**src/rtl/hpp_pkg.sv**
```systemverilog
package hpp_pkg;

   // synchronised host control pins, one bit each
   typedef struct packed {
      logic cs_n;
      logic stb_a;
      logic stb_b;
   } hpp_ctl_t;

   localparam hpp_ctl_t HPP_CTL_IDLE = '{cs_n: 1'b1, stb_a: 1'b1, stb_b: 1'b1};

   // data strobe is active when its level matches the configured polarity
   function automatic logic hpp_ds_on(input logic lvl, input logic active_high);
      return (lvl == active_high);
   endfunction

endpackage

```
**src/rtl/hpp_sync.sv**
```systemverilog
module hpp_sync #(
   parameter int          WIDTH   = 3,
   parameter int          STAGES  = 2,
   parameter logic [31:0] RST_VAL = '1
) (
   input  logic             clk,
   input  logic             rst_n,
   input  logic [WIDTH-1:0] d,
   output logic [WIDTH-1:0] q
);

   logic [WIDTH-1:0] chain [STAGES];

   if (STAGES < 2) begin : g_bad_stages
      $error("hpp_sync: STAGES must be at least 2");
   end

   for (genvar s = 0; s < STAGES; s++) begin : g_stage
      if (s == 0) begin : g_first
         always_ff @(posedge clk or negedge rst_n) begin
            if (!rst_n) chain[s] <= RST_VAL[WIDTH-1:0];
            else        chain[s] <= d;
         end
      end else begin : g_next
         always_ff @(posedge clk or negedge rst_n) begin
            if (!rst_n) chain[s] <= RST_VAL[WIDTH-1:0];
            else        chain[s] <= chain[s-1];
         end
      end
   end

   assign q = chain[STAGES-1];

endmodule

```
**src/rtl/hpp_strobe_dec.sv**
```systemverilog
module hpp_strobe_dec
   import hpp_pkg::*;
(
   input  logic     clk,
   input  logic     rst_n,
   input  hpp_ctl_t ctl_s,
   input  logic     cfg_combined,
   input  logic     cfg_ds_high,
   output logic     wr_done,
   output logic     rd_done
);

   logic ds_on;
   logic wr_act, rd_act;
   logic wr_act_q, rd_act_q;

   always_comb begin
      ds_on = hpp_ds_on(ctl_s.stb_b, cfg_ds_high);
      if (cfg_combined) begin
         wr_act = !ctl_s.cs_n && !ctl_s.stb_a && ds_on;
         rd_act = !ctl_s.cs_n &&  ctl_s.stb_a && ds_on;
      end else begin
         wr_act = !ctl_s.cs_n && !ctl_s.stb_a;
         rd_act = !ctl_s.cs_n && !ctl_s.stb_b;
      end
   end

   always_ff @(posedge clk or negedge rst_n) begin
      if (!rst_n) begin
         wr_act_q <= 1'b0;
         rd_act_q <= 1'b0;
      end else begin
         wr_act_q <= wr_act;
         rd_act_q <= rd_act;
      end
   end

   // access ends when strobe or select leaves the active state, whichever is first
   assign wr_done = wr_act_q && !wr_act;
   assign rd_done = rd_act_q && !rd_act;


   cs_gate_chk: assert property (@(posedge clk) disable iff (!rst_n)
      (ctl_s.cs_n && $past(ctl_s.cs_n)) |-> (!wr_done && !rd_done));

endmodule

```
**src/rtl/hpp_regs.sv**
```systemverilog
module hpp_regs #(
   parameter int BUS_W  = 8,
   parameter int DATA_W = 16
) (
   input  logic              clk,
   input  logic              rst_n,
   input  logic              wr_done,
   input  logic              rd_done,
   input  logic              host_bsel,
   input  logic [BUS_W-1:0]  host_d_in,
   input  logic              core_wr,
   input  logic [DATA_W-1:0] core_wdata,
   input  logic              core_rd,
   output logic [DATA_W-1:0] in_reg,
   output logic [DATA_W-1:0] out_reg,
   output logic              in_full,
   output logic              out_empty
);

   localparam int LANES = DATA_W / BUS_W;

   if (LANES != 2 || DATA_W % BUS_W != 0) begin : g_bad_width
      $error("hpp_regs: DATA_W must be exactly twice BUS_W");
   end

   // one byte lane per byte select value
   for (genvar l = 0; l < LANES; l++) begin : g_lane
      always_ff @(posedge clk or negedge rst_n) begin
         if (!rst_n)
            in_reg[l*BUS_W +: BUS_W] <= '0;
         else if (wr_done && (int'(host_bsel) == l))
            in_reg[l*BUS_W +: BUS_W] <= host_d_in;
      end
   end

   always_ff @(posedge clk or negedge rst_n) begin
      if (!rst_n) begin
         out_reg   <= '0;
         in_full   <= 1'b0;
         out_empty <= 1'b1;
      end else begin
         if (core_wr) out_reg <= core_wdata;
         // host events take priority over core clears
         if (wr_done)      in_full <= 1'b1;
         else if (core_rd) in_full <= 1'b0;
         if (rd_done)      out_empty <= 1'b1;
         else if (core_wr) out_empty <= 1'b0;
      end
   end


   in_full_set_chk: assert property (@(posedge clk) disable iff (!rst_n)
      wr_done |=> in_full);

   in_full_clr_chk: assert property (@(posedge clk) disable iff (!rst_n)
      (core_rd && !wr_done) |=> !in_full);

   out_empty_set_chk: assert property (@(posedge clk) disable iff (!rst_n)
      rd_done |=> out_empty);

   out_empty_clr_chk: assert property (@(posedge clk) disable iff (!rst_n)
      (core_wr && !rd_done) |=> !out_empty);

   out_hold_chk: assert property (@(posedge clk) disable iff (!rst_n)
      !core_wr |=> $stable(out_reg));

endmodule

```
**src/rtl/hpp_host_port.sv**
```systemverilog
module hpp_host_port
   import hpp_pkg::*;
#(
   parameter int BUS_W       = 8,
   parameter int DATA_W      = 16,
   parameter int SYNC_STAGES = 2
) (
   input  logic              clk,
   input  logic              rst_n,
   input  logic              host_cs_n,
   input  logic              host_bsel,
   input  logic              host_stat,
   input  logic              host_stb_a,
   input  logic              host_stb_b,
   input  logic [BUS_W-1:0]  host_d_in,
   output logic [BUS_W-1:0]  host_d_out,
   output logic              host_d_oe,
   input  logic [DATA_W-1:0] core_wdata,
   input  logic              core_wr,
   output logic [DATA_W-1:0] core_rdata,
   input  logic              core_rd,
   input  logic              cfg_combined,
   input  logic              cfg_ds_high,
   input  logic              cfg_merge,
   output logic              flag_in_full,
   output logic              flag_out_empty
);

   localparam int CTL_W = $bits(hpp_ctl_t);

   if (BUS_W < 2) begin : g_bad_bus
      $error("hpp_host_port: BUS_W must hold the two status bits");
   end

   hpp_ctl_t          ctl_raw, ctl_s;
   logic              wr_done, rd_done;
   logic [DATA_W-1:0] in_reg, out_reg;
   logic              in_full, out_empty;
   logic              rd_pin;
   logic [BUS_W-1:0]  status_byte;

   assign ctl_raw = '{cs_n: host_cs_n, stb_a: host_stb_a, stb_b: host_stb_b};

   hpp_sync #(
      .WIDTH   (CTL_W),
      .STAGES  (SYNC_STAGES),
      .RST_VAL (32'(HPP_CTL_IDLE))
   ) i_sync (
      .clk   (clk),
      .rst_n (rst_n),
      .d     (ctl_raw),
      .q     (ctl_s)
   );

   hpp_strobe_dec i_dec (
      .clk          (clk),
      .rst_n        (rst_n),
      .ctl_s        (ctl_s),
      .cfg_combined (cfg_combined),
      .cfg_ds_high  (cfg_ds_high),
      .wr_done      (wr_done),
      .rd_done      (rd_done)
   );

   hpp_regs #(
      .BUS_W  (BUS_W),
      .DATA_W (DATA_W)
   ) i_regs (
      .clk        (clk),
      .rst_n      (rst_n),
      .wr_done    (wr_done),
      .rd_done    (rd_done),
      .host_bsel  (host_bsel),
      .host_d_in  (host_d_in),
      .core_wr    (core_wr),
      .core_wdata (core_wdata),
      .core_rd    (core_rd),
      .in_reg     (in_reg),
      .out_reg    (out_reg),
      .in_full    (in_full),
      .out_empty  (out_empty)
   );

   // read path works straight from the pins so data is ready while the strobe is held
   always_comb begin
      if (cfg_combined)
         rd_pin = host_stb_a && hpp_ds_on(host_stb_b, cfg_ds_high);
      else
         rd_pin = !host_stb_b;
      status_byte    = '0;
      status_byte[0] = in_full;
      status_byte[1] = out_empty;
   end

   assign host_d_oe      = !host_cs_n && rd_pin;
   assign host_d_out     = host_stat ? status_byte
                         : (host_bsel ? out_reg[DATA_W-1 -: BUS_W] : out_reg[BUS_W-1:0]);
   assign core_rdata     = in_reg;
   assign flag_in_full   = in_full || (cfg_merge && out_empty);
   assign flag_out_empty = out_empty;


   oe_select_chk: assert property (@(posedge clk) disable iff (!rst_n)
      host_d_oe |-> !host_cs_n);

   merge_off_chk: assert property (@(posedge clk) disable iff (!rst_n)
      !cfg_merge |-> (flag_in_full == in_full));

endmodule

```
**config.mk**
```make
export PLATFORM = sky130hd
export DESIGN_NAME = hpp_host_port
export DESIGN_NICKNAME = d
export VERILOG_FILES = /design/src/rtl/hpp_pkg.sv /design/src/rtl/hpp_sync.sv /design/src/rtl/hpp_strobe_dec.sv /design/src/rtl/hpp_regs.sv /design/src/rtl/hpp_host_port.sv
export SDC_FILE = /design/constraint.sdc
export NUM_CORES = 1
export LEC_CHECK = 0
export BUFFER_PORTS_ARGS = -buffer_cell sky130_fd_sc_hd__buf_2
export CAP_MARGIN = 30
export CORE_ASPECT_RATIO = 1.25
export CORE_UTILIZATION = 48
export DETAILED_ROUTE_END_ITERATION = 10
export GPL_ROUTABILITY_DRIVEN = 0
export PLACE_DENSITY = 0.86
export SLEW_MARGIN = 30
export SYNTH_ARGS = -nofsm -noshare
export SYNTH_HDL_FRONTEND = slang
export SYNTH_SLANG_ARGS = --single-unit
```
**constraint.sdc**
```tcl
create_clock -name clk -period 1.9 [get_ports clk]
set_clock_uncertainty 0.2 [all_clocks]
set_input_delay 0.095 -clock clk [delete_from_list [all_inputs] [get_ports clk]]
set_output_delay 0.095 -clock clk [all_outputs]
set_load 0.005 [all_outputs]
```
---- Word-level counts from Yosys, hierarchy flattened ----
Cells that the tools add are included.
word-level totals
  register bits after elaboration ......... 42
  output and inout bits ................... 27
operators by class
  equality and inequality tests ........... 2
  multiplexer cells ....................... 9
  bitwise operators ....................... 1
  reduce and logical (&&, ||, !) cells .... 22
operators by type and width
  kind                 count
  $mux W8              2
  $logic_and A1 B1 Y1  12
  $logic_not A1 Y1     7
  $mux W1              7
  $reduce_bool A2 Y1   2
  $eq A1 B1 Y1         2
  $logic_or A1 B1 Y1   1
  $not A1 Y1           1

---- Longest topological paths before layout ----
Gate-level depths: netlist (run 1).
  depth after elaboration ................. 7
  mapped depth ............................ 4

---- By module ----
From an unflattened synthesis (run 1), not the netlist that was laid out.
unflattened totals
  cell total of the unflattened synthesis .. 120
  area total of the unflattened synthesis .. 1,784.2 um^2
by module, submodules not included
  module          times used  cells each  area an instance (um^2)  sequential area each (um^2)
  hpp_regs        1           75          1,311.3                  852.1
  hpp_sync        1           9           180.2                    157.7
  hpp_host_port   1           25          172.7                    0.0
  hpp_strobe_dec  1           11          120.1                    50.0

---- Worst setup path after synthesis (run 1) ----
Ideal clock, no wire load.
  path type ............................... register -> register
  from .................................... register i_sync.chain (netlist bit i_sync.q[2])
  to ...................................... register i_regs.in_reg[0]
  arrival time ............................ 1.307 ns
  path slack .............................. 0.269 ns
  stages on the path, launching flop included .. 4
  period minus slack after synthesis ...... 1.631 ns
  cell sequence ........................... dfstp_2 > o21ai_1 > o22ai_4 > mux2_2
between the ends
  longest elaborated chain between the ends .. 7
ends and longest elaborated chain
  item                             line                                        text
  start, declared                  hpp_sync.sv:12                              logic [WIDTH-1:0] chain [STAGES];
  start signal, assigned by index  hpp_sync.sv:26                              if (!rst_n) chain[s] <= RST_VAL[WIDTH-1:0];
  start signal, assigned by index  hpp_sync.sv:27                              else chain[s] <= chain[s-1];
  $logic_not A1 Y1 (*)             hpp_strobe_dec.sv:20, hpp_strobe_dec.sv:23
  $logic_and A1 B1 Y1 (*)          hpp_strobe_dec.sv:20, hpp_strobe_dec.sv:23
  $logic_and A1 B1 Y1              hpp_strobe_dec.sv:20                        wr_act = !ctl_s.cs_n && !ctl_s.stb_a && ds_on;
  $mux W1 (*)                      hpp_strobe_dec.sv:19                        if (cfg_combined) begin
  $logic_not A1 Y1 (*)             hpp_strobe_dec.sv:39                        assign wr_done = wr_act_q && !wr_act;
  $logic_and A1 B1 Y1 (*)          hpp_strobe_dec.sv:39
  $logic_and A1 B1 Y1 (*)          hpp_regs.sv:31                              else if (wr_done && (int'(host_bsel) == l))
  end signal, assigned by index    hpp_regs.sv:32                              in_reg[l*BUS_W +: BUS_W] <= host_d_in;
  end, declared                    hpp_regs.sv:14                              output logic [DATA_W-1:0] in_reg,
Every way passes the cells marked *; elsewhere a longest branch is shown, timed or not.
A chain may end at the register's enable or synchronous reset.

---- Worst setup path in the final report (run 1) ----
  from .................................... register i_sync.chain (netlist bit i_sync.q[0])
  to ...................................... register i_regs.in_full
between the ends
  longest elaborated chain between the ends .. 6
ends and longest elaborated chain
  item                                                  line                  text
  $eq A1 B1 Y1 (*)                                      hpp_pkg.sv:14         return (lvl == active_high);
  $logic_and A1 B1 Y1 (*)                               hpp_strobe_dec.sv:20
  $mux W1 (*)                                           hpp_strobe_dec.sv:19
  $logic_not A1 Y1 (*)                                  hpp_strobe_dec.sv:39
  $logic_and A1 B1 Y1 (*)                               hpp_strobe_dec.sv:39
  $mux W1 / $reduce_bool A2 Y1 (equally long branches)  n/a
  end signal, assigned                                  hpp_regs.sv:39        in_full <= 1'b0;
  end signal, assigned                                  hpp_regs.sv:44        if (wr_done) in_full <= 1'b1;
  end signal, assigned                                  hpp_regs.sv:45        else if (core_rd) in_full <= 1'b0;
  end, declared                                         hpp_regs.sv:16        output logic in_full,
Marks and branches as above.

==> results of run 1 <==
worst max-delay path, delay by kind of cell, from the launching register on:
kind                      cells  cell delay [ps]
AOI/OAI and AO/OA             1              160
buffers and inverters         1              580
DFF                           1              590
xor gates and xnor gates      1              170
power groups by stage:
stage	Combinational, mW	Clock, mW	Sequential, mW
final	0.486	0.586	1.13
after CTS	0.474	0.596	1.13
after global placement	0.399	0	1.13
after floorplan	0.201	0	1.14
after detailed placement	0.421	0	1.14
after global routing	0.525	0.620	1.15
cell usage after synthesis, drive strengths merged:
| library cell | count |
|---|---|
| a21o | 1 |
| a21oi | 1 |
| a31oi | 1 |
| and2b | 1 |
| buf | 4 |
| dfrtp | 35 |
| dfstp | 7 |
| inv | 4 |
| mux2 | 32 |
| mux2i | 8 |
| nand2 | 5 |
| nand2b | 1 |
| nand3 | 1 |
| nand3b | 1 |
| nand4 | 2 |
| nor2 | 6 |
| nor3 | 1 |
| o21ai | 3 |
| o221ai | 1 |
| o22ai | 3 |
| or2 | 1 |
| or3b | 1 |
| xnor2 | 1 |
layout make-up:
class | instances | area share
Sequential cell | 42 | 0.420
Multi-Input combinational cell | 71 | 0.262
Timing Repair Buffer | 96 | 0.256
Clock buffer | 7 | 0.0342
Tap cell | 39 | 0.0194
Inverter | 4 | 0.00596
Clock inverter | 1 | 0.00199
routing by layer:
metal / share of wire / wire (um) / up-vias
met5: 0 / 0 / -
met3: 0.060 / 266 / 20
met2: 0.53 / 2350 / 66
met1: 0.37 / 1660 / 658
li1: - / - / 623
met4: 0.041 / 185 / 0
stage by stage:
stage          power [mW]  std cells  hold WS [ps]
5_1_grt              2.29        260          98.2
2_1_floorplan        1.34        121          -401
6_report             2.20        260          68.1
3_3_place_gp         1.53        219         -32.5
3_5_place_dp         1.56        219         -13.1
4_1_cts              2.20        259          48.9
cell families after synthesis:
| group | share of synthesized area |
|---|---|
| flip-flops | 0.607 |
| multiplexers | 0.252 |
| AND/OR/NAND/NOR | 0.0573 |
| AO/OA/AOI/OAI | 0.0509 |
| buffers and inverters | 0.0229 |
| XOR/XNOR | 0.00932 |
worst min path at each step:
stage	to	startpoint	slack, ps
finish	i_regs.out_empty	core_wr	70
global route	i_regs.out_empty	core_wr	100
CTS	i_regs.out_empty	core_wr	50
detailed placement	i_regs.out_reg[6]	rst_n	-10
global placement	i_regs.out_reg[6]	rst_n	-30
floorplan	i_dec.rd_act_q	rst_n	-400
timing repair:
| action | in CTS | in global routing |
|---|---|---|
| endpoints found under the setup margin | 0 | 1 |
| hold buffers | 32 | 0 |
| resized for setup | 0 | 2 |
| buffers inserted | 0 | 1 |
| endpoints found under the hold margin | 73 | 0 |
==> flow_summary_export.csv, run 1 <==
group,metric,value,unit
placed_design,hpwl,2650,um
clocking,htree_levels,2,
global_route,grt_use_met1,0.251,
critical_path,crit_end,"i_regs.in_full",
global_route,grt_overflow_total,0,
synthesis,yosysTopAreaCellShare,0.502,
critical_path,r2r-end,"i_regs.in_full",
finish,regArea,1060,um2
power_and_ir_drop,switchingPower,0.574,mW
drt,drt_pass1_iterations,4,
finish,utilization,0.724,
critical_path,worstPathArrival,1790,ps
finish,nets,256,
drt,drt-initial-drc-count,27,
global_route,grtUsageTotal,0.244,
drt,ant_nets,0,
finish,layout_common_cells,"buf_2, dfrtp_1, mux2_2, dlygate4sd3_1, mux2i_1",
drt,routedWlPerCell,17.2,um
power_and_ir_drop,pwr-share-clk,0.266,
global_route,grt_pass1_wl,7070,um
finish,drive_above_1_share,0.525,
power_and_ir_drop,switching_share,0.260,
timing,period_share,0.951,
critical_path,r2r_cells,3,
power_and_ir_drop,pwr-share-comb,0.221,
die,ios,63,
critical_path,endpoint_kind,"flop",
synthesis,syn-num-nets,157,
global_route,grt_pass1_vias,1485,
critical_path,cp.required,1880,ps
power_and_ir_drop,power.leakage,1.18,nW
clocking,path_clk_slew,70,ps
critical_path,critPathSlowestCell,"dfstp_2",
drt,finalWirelength,4470,um
die,die_w,55.9,um
critical_path,crit_chain,"xnor2_4 -> o221ai_1 -> dlygate4sd3_1",
synthesis,yosysTopAreaCell,"dfrtp_1",
synthesis,syn_avg_cell_area,14.4,um2
global_route,antenna_found_initial,0,
timing,setup_slack,93.9,ps
finish,fin_area,2520,um2
clocking,cts_tree,"built",
finish,fillCellCount,215,
global_route,grt_busiest_layer,"met2",
timing,finalHoldViolations,0,
clocking,worstSkewPairLatency,300,ps
run_status,status,"finished, final reports clean",
synthesis,ys_ff_latch,42,
timing,slew_headroom,0.666,
critical_path,rr_startpoint,"i_sync.q[0]",
power_and_ir_drop,powerDensity,873,nW/um2
synthesis,synth_area_leaders,"dfrtp_1, mux2_2, dfstp_2",
die,dieArea,3880,um2
synthesis,yosysWarnings,0,
power_and_ir_drop,seqPwrFrac,0.513,
min_path,whs_path_depth,2,
min_path,hp-class,"in2reg",
timing,setup_viol,0,
critical_path,r2r_setup_slack,90,ps
placed_design,place.port_buffers,62,
timing,max_freq,0.554,GHz
die,fp.dieH,69.4,um
synthesis,netlist_instances,121,
clocking,cts.path.max_buffers,2,
critical_path,crit_type,"reg2reg",
clocking,numCtsBuffers,5,
drt,drc_errors,0,
finish,antenna-diode-count,0,
synthesis,seq_area_frac_synth,0.607,
finish,syn2layout_area_growth,44.4,%
global_route,grt_start_max_net_pins,43,
power_and_ir_drop,peakVddDrop,0.710,mV
timing,setup_tns,0,ps
clocking,cts_root_buf,"clkbuf_8",
run,drv_cap,0,
synthesis,yosysUniqueCellTypes,27,
drt,routed_via_density,5.26,
synthesis,synthesis.area,1750,um2
critical_path,cp_slowest_stage_delay,590,ps
critical_path,cp-start-kind,"flop",
finish,final_common_cell,"buf_2",
global_route,grt_use_met3,0.0653,
critical_path,cp-startpoint,"i_sync.q[0]",
timing,grt_setup_unrepaired,"false",
finish,multiInputGateArea,661,um2
placed_design,dp_slack,129,ps
timing,drv_slew,0,
die,row_count,24,
power_and_ir_drop,cell_internal_pwr,1.63,mW
drt,via_count,1367,
timing,fin_crit,1810,ps
die,design.core.area,3480,um2
timing,worst_slew_pin_slew,502,ps
global_route,grt_util_met2,0.438,
critical_path,path_max_fanout,4,
clocking,cts_sinks,42,
placed_design,dpl-instance-area,2090,um2
die,initial_core_util,0.501,
No activity file was read; power rests on OpenSTA's default activity.
==> run 2, diff against run 1 <==
Settings changed: REMOVE_ABC_BUFFERS set to 1.
==> run 2 against run 1 <==
Net effect:
- global-route usage shrank 2.1 points
- core utilization rose by 0.25 points
- routed wire length fell by 13%
- register-to-register slack got worse by 60 ps
- combinational power shrank 2%
- via count shrank 2.1%
- design area grew 0.35%
- flip-flop and latch count stayed put
- critical path type unchanged
- largest power group unchanged
==> flow_summary_export.csv, run 2 (synthesis gave the netlist of run 1 again) <==
group,metric,value,unit
global_route,grt_pass1_vias,1527,
timing,setup_tns,0,ps
power_and_ir_drop,peakVddDrop,0.700,mV
die,dieArea,3880,um2
critical_path,crit_chain,"xnor2_2 -> o221ai_1 -> dlygate4sd3_1",
power_and_ir_drop,switchingPower,0.538,mW
power_and_ir_drop,pwr-share-comb,0.210,
die,die_w,55.9,um
timing,setup_viol,0,
drt,via_count,1338,
timing,max_freq,0.537,GHz
placed_design,hpwl,2500,um
power_and_ir_drop,pwr-share-clk,0.291,
clocking,worstSkewPairLatency,280,ps
min_path,hp-class,"in2reg",
drt,ant_nets,0,
power_and_ir_drop,seqPwrFrac,0.499,
power_and_ir_drop,cell_internal_pwr,1.73,mW
global_route,grt_start_max_net_pins,43,
clocking,cts.path.max_buffers,2,
finish,nets,256,
placed_design,dp_slack,143,ps
clocking,path_clk_slew,70,ps
die,row_count,24,
die,ios,63,
timing,fin_crit,1860,ps
run_status,status,"finished, final reports clean",
critical_path,cp_slowest_stage_delay,590,ps
clocking,cts_root_buf,"clkbuf_8",
drt,drt_pass1_iterations,4,
timing,slew_headroom,0.663,
drt,routed_via_density,5.15,
global_route,antenna_found_initial,0,
clocking,cts_sinks,42,
timing,finalHoldViolations,0,
timing,hold_ws,38.8,ps
timing,worst_slew_pin_slew,505,ps
finish,layout_common_cells,"buf_2, dfrtp_1, dlygate4sd3_1",
critical_path,endpoint_kind,"flop",
power_and_ir_drop,switching_share,0.238,
die,fp.dieH,69.4,um
drt,drt-initial-drc-count,68,
global_route,grt_pass1_wl,6690,um
placed_design,place.port_buffers,62,
clocking,post-cts-setup-buffers,0,
finish,fillCellCount,231,
clocking,cts_tree,"built",
timing,drv_slew,0,
clocking,numCtsBuffers,5,
die,design.core.area,3480,um2
finish,antenna-diode-count,0,
critical_path,worstPathArrival,1820,ps
drt,routedWlPerCell,15.0,um
power_and_ir_drop,powerDensity,895,nW/um2
critical_path,cp.required,1860,ps
finish,utilization,0.726,
finish,final_cells,260,
critical_path,path_max_fanout,4,
power_and_ir_drop,power.leakage,1.18,nW
critical_path,path_delay_family,"buffers and inverters",
timing,setup_slack,38.8,ps
die,initial_core_util,0.501,
critical_path,crit_type,"reg2reg",
run,drv_cap,0,
timing,grt_setup_unrepaired,"false",
placed_design,dp_cells,219,
global_route,grtUsageTotal,0.223,
finish,final_common_cell,"buf_2",
critical_path,cp_num_buf_inv,1,
drt,drc_errors,0,
critical_path,critPathSlowestCell,"dlygate4sd3_1",
timing,period_share,0.980,
clocking,htree_levels,2,
critical_path,cp-start-kind,"flop",
finish,drive_above_1_share,0.516,
finish,syn2layout_area_growth,44.9,%
drt,finalWirelength,3910,um
global_route,grt_overflow_total,0,
-- run 2: cell count changes in the layout (fill, tap and decap cells not counted), sizes merged --
cell,before,now
buf,64,63
bufinv,0,1
clkinv,1,0
dlygate4sd3,32,33
-- run 2: power by group through the flow --
stage / clock network, mW / registers, mW / logic (mW)
finish: 0.658 / 1.13 / 0.476
global placement: 0 / 1.13 / 0.398
global route: 0.724 / 1.15 / 0.522
CTS: 0.682 / 1.13 / 0.472
detailed placement: 0 / 1.14 / 0.417
floorplan: 0 / 1.14 / 0.187
-- run 2: worst paths after layout --
check	startpoint	slack [ps]	to	depth (start not counted)
setup reg to reg	i_sync.q[0]	40	i_regs.in_full	3
hold / removal	cfg_ds_high	40	i_dec.rd_act_q	3
hold reg to reg	i_sync.chain[5]	160	i_sync.q[2]	0
setup / recovery	i_sync.q[0]	40	i_regs.in_full	3
max in group asynchronous	rst_n	980	i_regs.out_empty	2
min in group asynchronous	rst_n	160	i_regs.out_reg[7]	2
-- run 2: final cells by class --
type	count	area (um2)	area share
Multi-Input combinational cell	71	649	0.257
Tap cell	39	48.8	0.0193
Inverter	4	15.0	0.00593
Timing Repair Buffer	96	651	0.257
Clock buffer	7	76.3	0.0302
Sequential cell	42	1060	0.419
Clock inverter	1	30.0	0.0119
-- run 2: through the flow --
| step | total power, mW | area (um2) |
|---|---|---|
| 3_3_place_gp | 1.53 | 2090 |
| 3_5_place_dp | 1.56 | 2090 |
| 6_report | 2.26 | 2530 |
| 2_1_floorplan | 1.32 | 1720 |
| 5_1_grt | 2.39 | 2530 |
| 4_1_cts | 2.28 | 2520 |
-- run 2: worst reg2reg max path, cell delays in order, from the launching register on --
cell and delay (ps):
dfstp_2 570, xnor2_2 200, o221ai_1 180, dlygate4sd3_1 590
-- run 2: repair_timing --
action                                  4_1_cts  5_1_grt
hold endpoints to repair                     73        0
hold buffers                                 33        0
endpoints found under the setup margin        0        1
resized for setup                             0        1
-- run 2: per-layer routing --
metal | up-vias | part of all wire | GRT usage
met3 | 2 | 0.061 | 0.0522
met4 | 0 | 0.0038 | 0.0488
met2 | 59 | 0.57 | 0.450
met5 | - | 0 | 0
li1 | 621 | - | -
met1 | 656 | 0.37 | 0.227
==> run 3, diff against run 2 <==
Settings changed: CORE_UTILIZATION 48 to 40, PLACE_DENSITY 0.86 to 0.75.
==> run 3 against run 2 <==
Net effect:
- core utilization decreased by 11 points
- non-clock buffer count is 2 higher
- sequential share of layout area decreased by 0.12 points
- highest routed layer unchanged
==> flow_summary_export.csv, run 3 (synthesis gave the netlist of run 1 again) <==
group,metric,value,unit
finish,syn2layout_area_growth,45.4,%
finish,final_common_cell,"buf_2",
drt,drt_pass1_iterations,4,
clocking,path_clk_slew,70,ps
drt,drc_errors,0,
global_route,grt_start_max_net_pins,29,
global_route,grtUsageTotal,0.176,
placed_design,place.port_buffers,62,
min_path,hp-class,"in2reg",
clocking,numCtsBuffers,5,
power_and_ir_drop,pwr-share-clk,0.251,
clocking,cts_tree,"built",
drt,routed_via_density,4.69,
die,dieArea,4630,um2
global_route,grt_overflow_total,0,
global_route,grt_pass1_wl,5850,um
die,die_w,61.1,um
critical_path,cp_slowest_stage_delay,570,ps
clocking,cts.path.max_buffers,2,
die,row_count,26,
power_and_ir_drop,switching_share,0.249,
power_and_ir_drop,pwr-share-comb,0.221,
drt,via_count,1308,
critical_path,worstPathArrival,1790,ps
finish,multiInputGateArea,649,um2
critical_path,crit_chain,"xnor2_2 -> o221ai_1 -> dlygate4sd3_1",
global_route,antenna_found_initial,0,
timing,worst_slew_pin_slew,606,ps
finish,antenna-diode-count,0,
clocking,worstSkewPairLatency,280,ps
critical_path,crit_type,"reg2reg",
drt,drt-initial-drc-count,25,
clocking,htree_levels,2,
drt,ant_nets,0,
die,design.core.area,4130,um2
critical_path,critPathSlowestCell,"dfstp_2",
power_and_ir_drop,seqPwrFrac,0.528,
critical_path,path_delay_family,"flip-flops",
clocking,cts_sinks,42,
timing,finalHoldViolations,0,
clocking,cts_root_buf,"clkbuf_8",
power_and_ir_drop,powerDensity,838,nW/um2
power_and_ir_drop,cell_internal_pwr,1.60,mW
finish,layout_common_cells,"buf_2, dfrtp_1, dlygate4sd3_1",
finish,utilization,0.614,
power_and_ir_drop,peakVddDrop,0.550,mV
drt,finalWirelength,3710,um
finish,nets,258,
die,initial_core_util,0.422,
finish,fillCellCount,348,
finish,drive_above_1_share,0.516,
power_and_ir_drop,power.leakage,1.18,nW
timing,max_freq,0.550,GHz
critical_path,cp_num_buf_inv,1,
timing,drv_slew,0,
die,fp.dieH,75.9,um
run_status,status,"finished, final reports clean",
timing,period_share,0.957,
finish,regArea,1060,um2
timing,fin_crit,1820,ps
global_route,grt_pass1_vias,1402,
timing,setup_viol,0,
critical_path,cp-start-kind,"flop",
drt,routedWlPerCell,13.3,um
timing,grt_setup_unrepaired,"false",
run,drv_cap,0,
power_and_ir_drop,switchingPower,0.530,mW
critical_path,cp.required,1870,ps
die,ios,63,
critical_path,path_max_fanout,4,
timing,slew_headroom,0.596,
timing,setup_tns,0,ps
critical_path,endpoint_kind,"flop",
placed_design,hpwl,2430,um
-- run 3: power by group through the flow --
stage | sequential [mW] | combinational [mW] | clock (mW)
floorplan | 1.14 | 0.187 | 0
global placement | 1.14 | 0.403 | 0
detailed placement | 1.14 | 0.420 | 0
CTS | 1.12 | 0.474 | 0.555
global route | 1.14 | 0.525 | 0.594
finish | 1.12 | 0.471 | 0.533
-- run 3: path summary, 6_finish.rpt --
path,slack (ps),start,to,depth (start not counted)
hold reg to reg,160,i_sync.chain[3],i_sync.q[0],0
setup reg to reg,80,i_sync.q[0],i_regs.in_full,3
setup / recovery,80,i_sync.q[0],i_regs.in_full,3
max in group asynchronous,800,rst_n,i_regs.in_reg[0],3
min in group asynchronous,150,rst_n,i_regs.out_reg[1],2
hold / removal,40,cfg_ds_high,i_dec.rd_act_q,3
-- run 3: area by class of cell --
| class | count | area share |
|---|---|---|
| Clock buffer | 8 | 0.0316 |
| Inverter | 4 | 0.00592 |
| Timing Repair Buffer | 98 | 0.261 |
| Tap cell | 56 | 0.0276 |
| Sequential cell | 42 | 0.418 |
| Multi-Input combinational cell | 71 | 0.256 |
-- run 3: metal layers --
metal  GRT usage  routed length [um]  vias to the layer above
met3      0.0679                 278                        2
met1       0.172                1460                      625
li1            -                   -                      626
met4      0.0379                  16                        0
met2       0.339                1950                       55
met5           0                   0                        -
-- run 3: tightest hold or removal path, delay by kind of cell --
kind                   cells  cell delay (ps)
AOI/OAI and AO/OA          1              100
buffers and inverters      1              140
and+or+nand+nor            1              140
-- run 3: through the flow --
stage                     hold WS (ps)  cells  setup WS, ps  power [mW]  cell area [um2]
after detailed placement         -63.1    238           166        1.56             2120
after floorplan                   -401    117           269        1.32             1720
after global routing              28.7    279         0.206        2.26             2540
final                             36.0    279          82.4        2.13             2540
after CTS                         10.0    279          58.3        2.15             2530
after global placement           -65.0    238           187        1.54             2120
-- run 3: timing repair --
action / CTS / global route
hold endpoints to repair: 64 / 0
gates resized for setup: 0 / 1
endpoints found under the setup margin: 0 / 1
buffers inserted: 0 / 0
hold buffers: 33 / 0
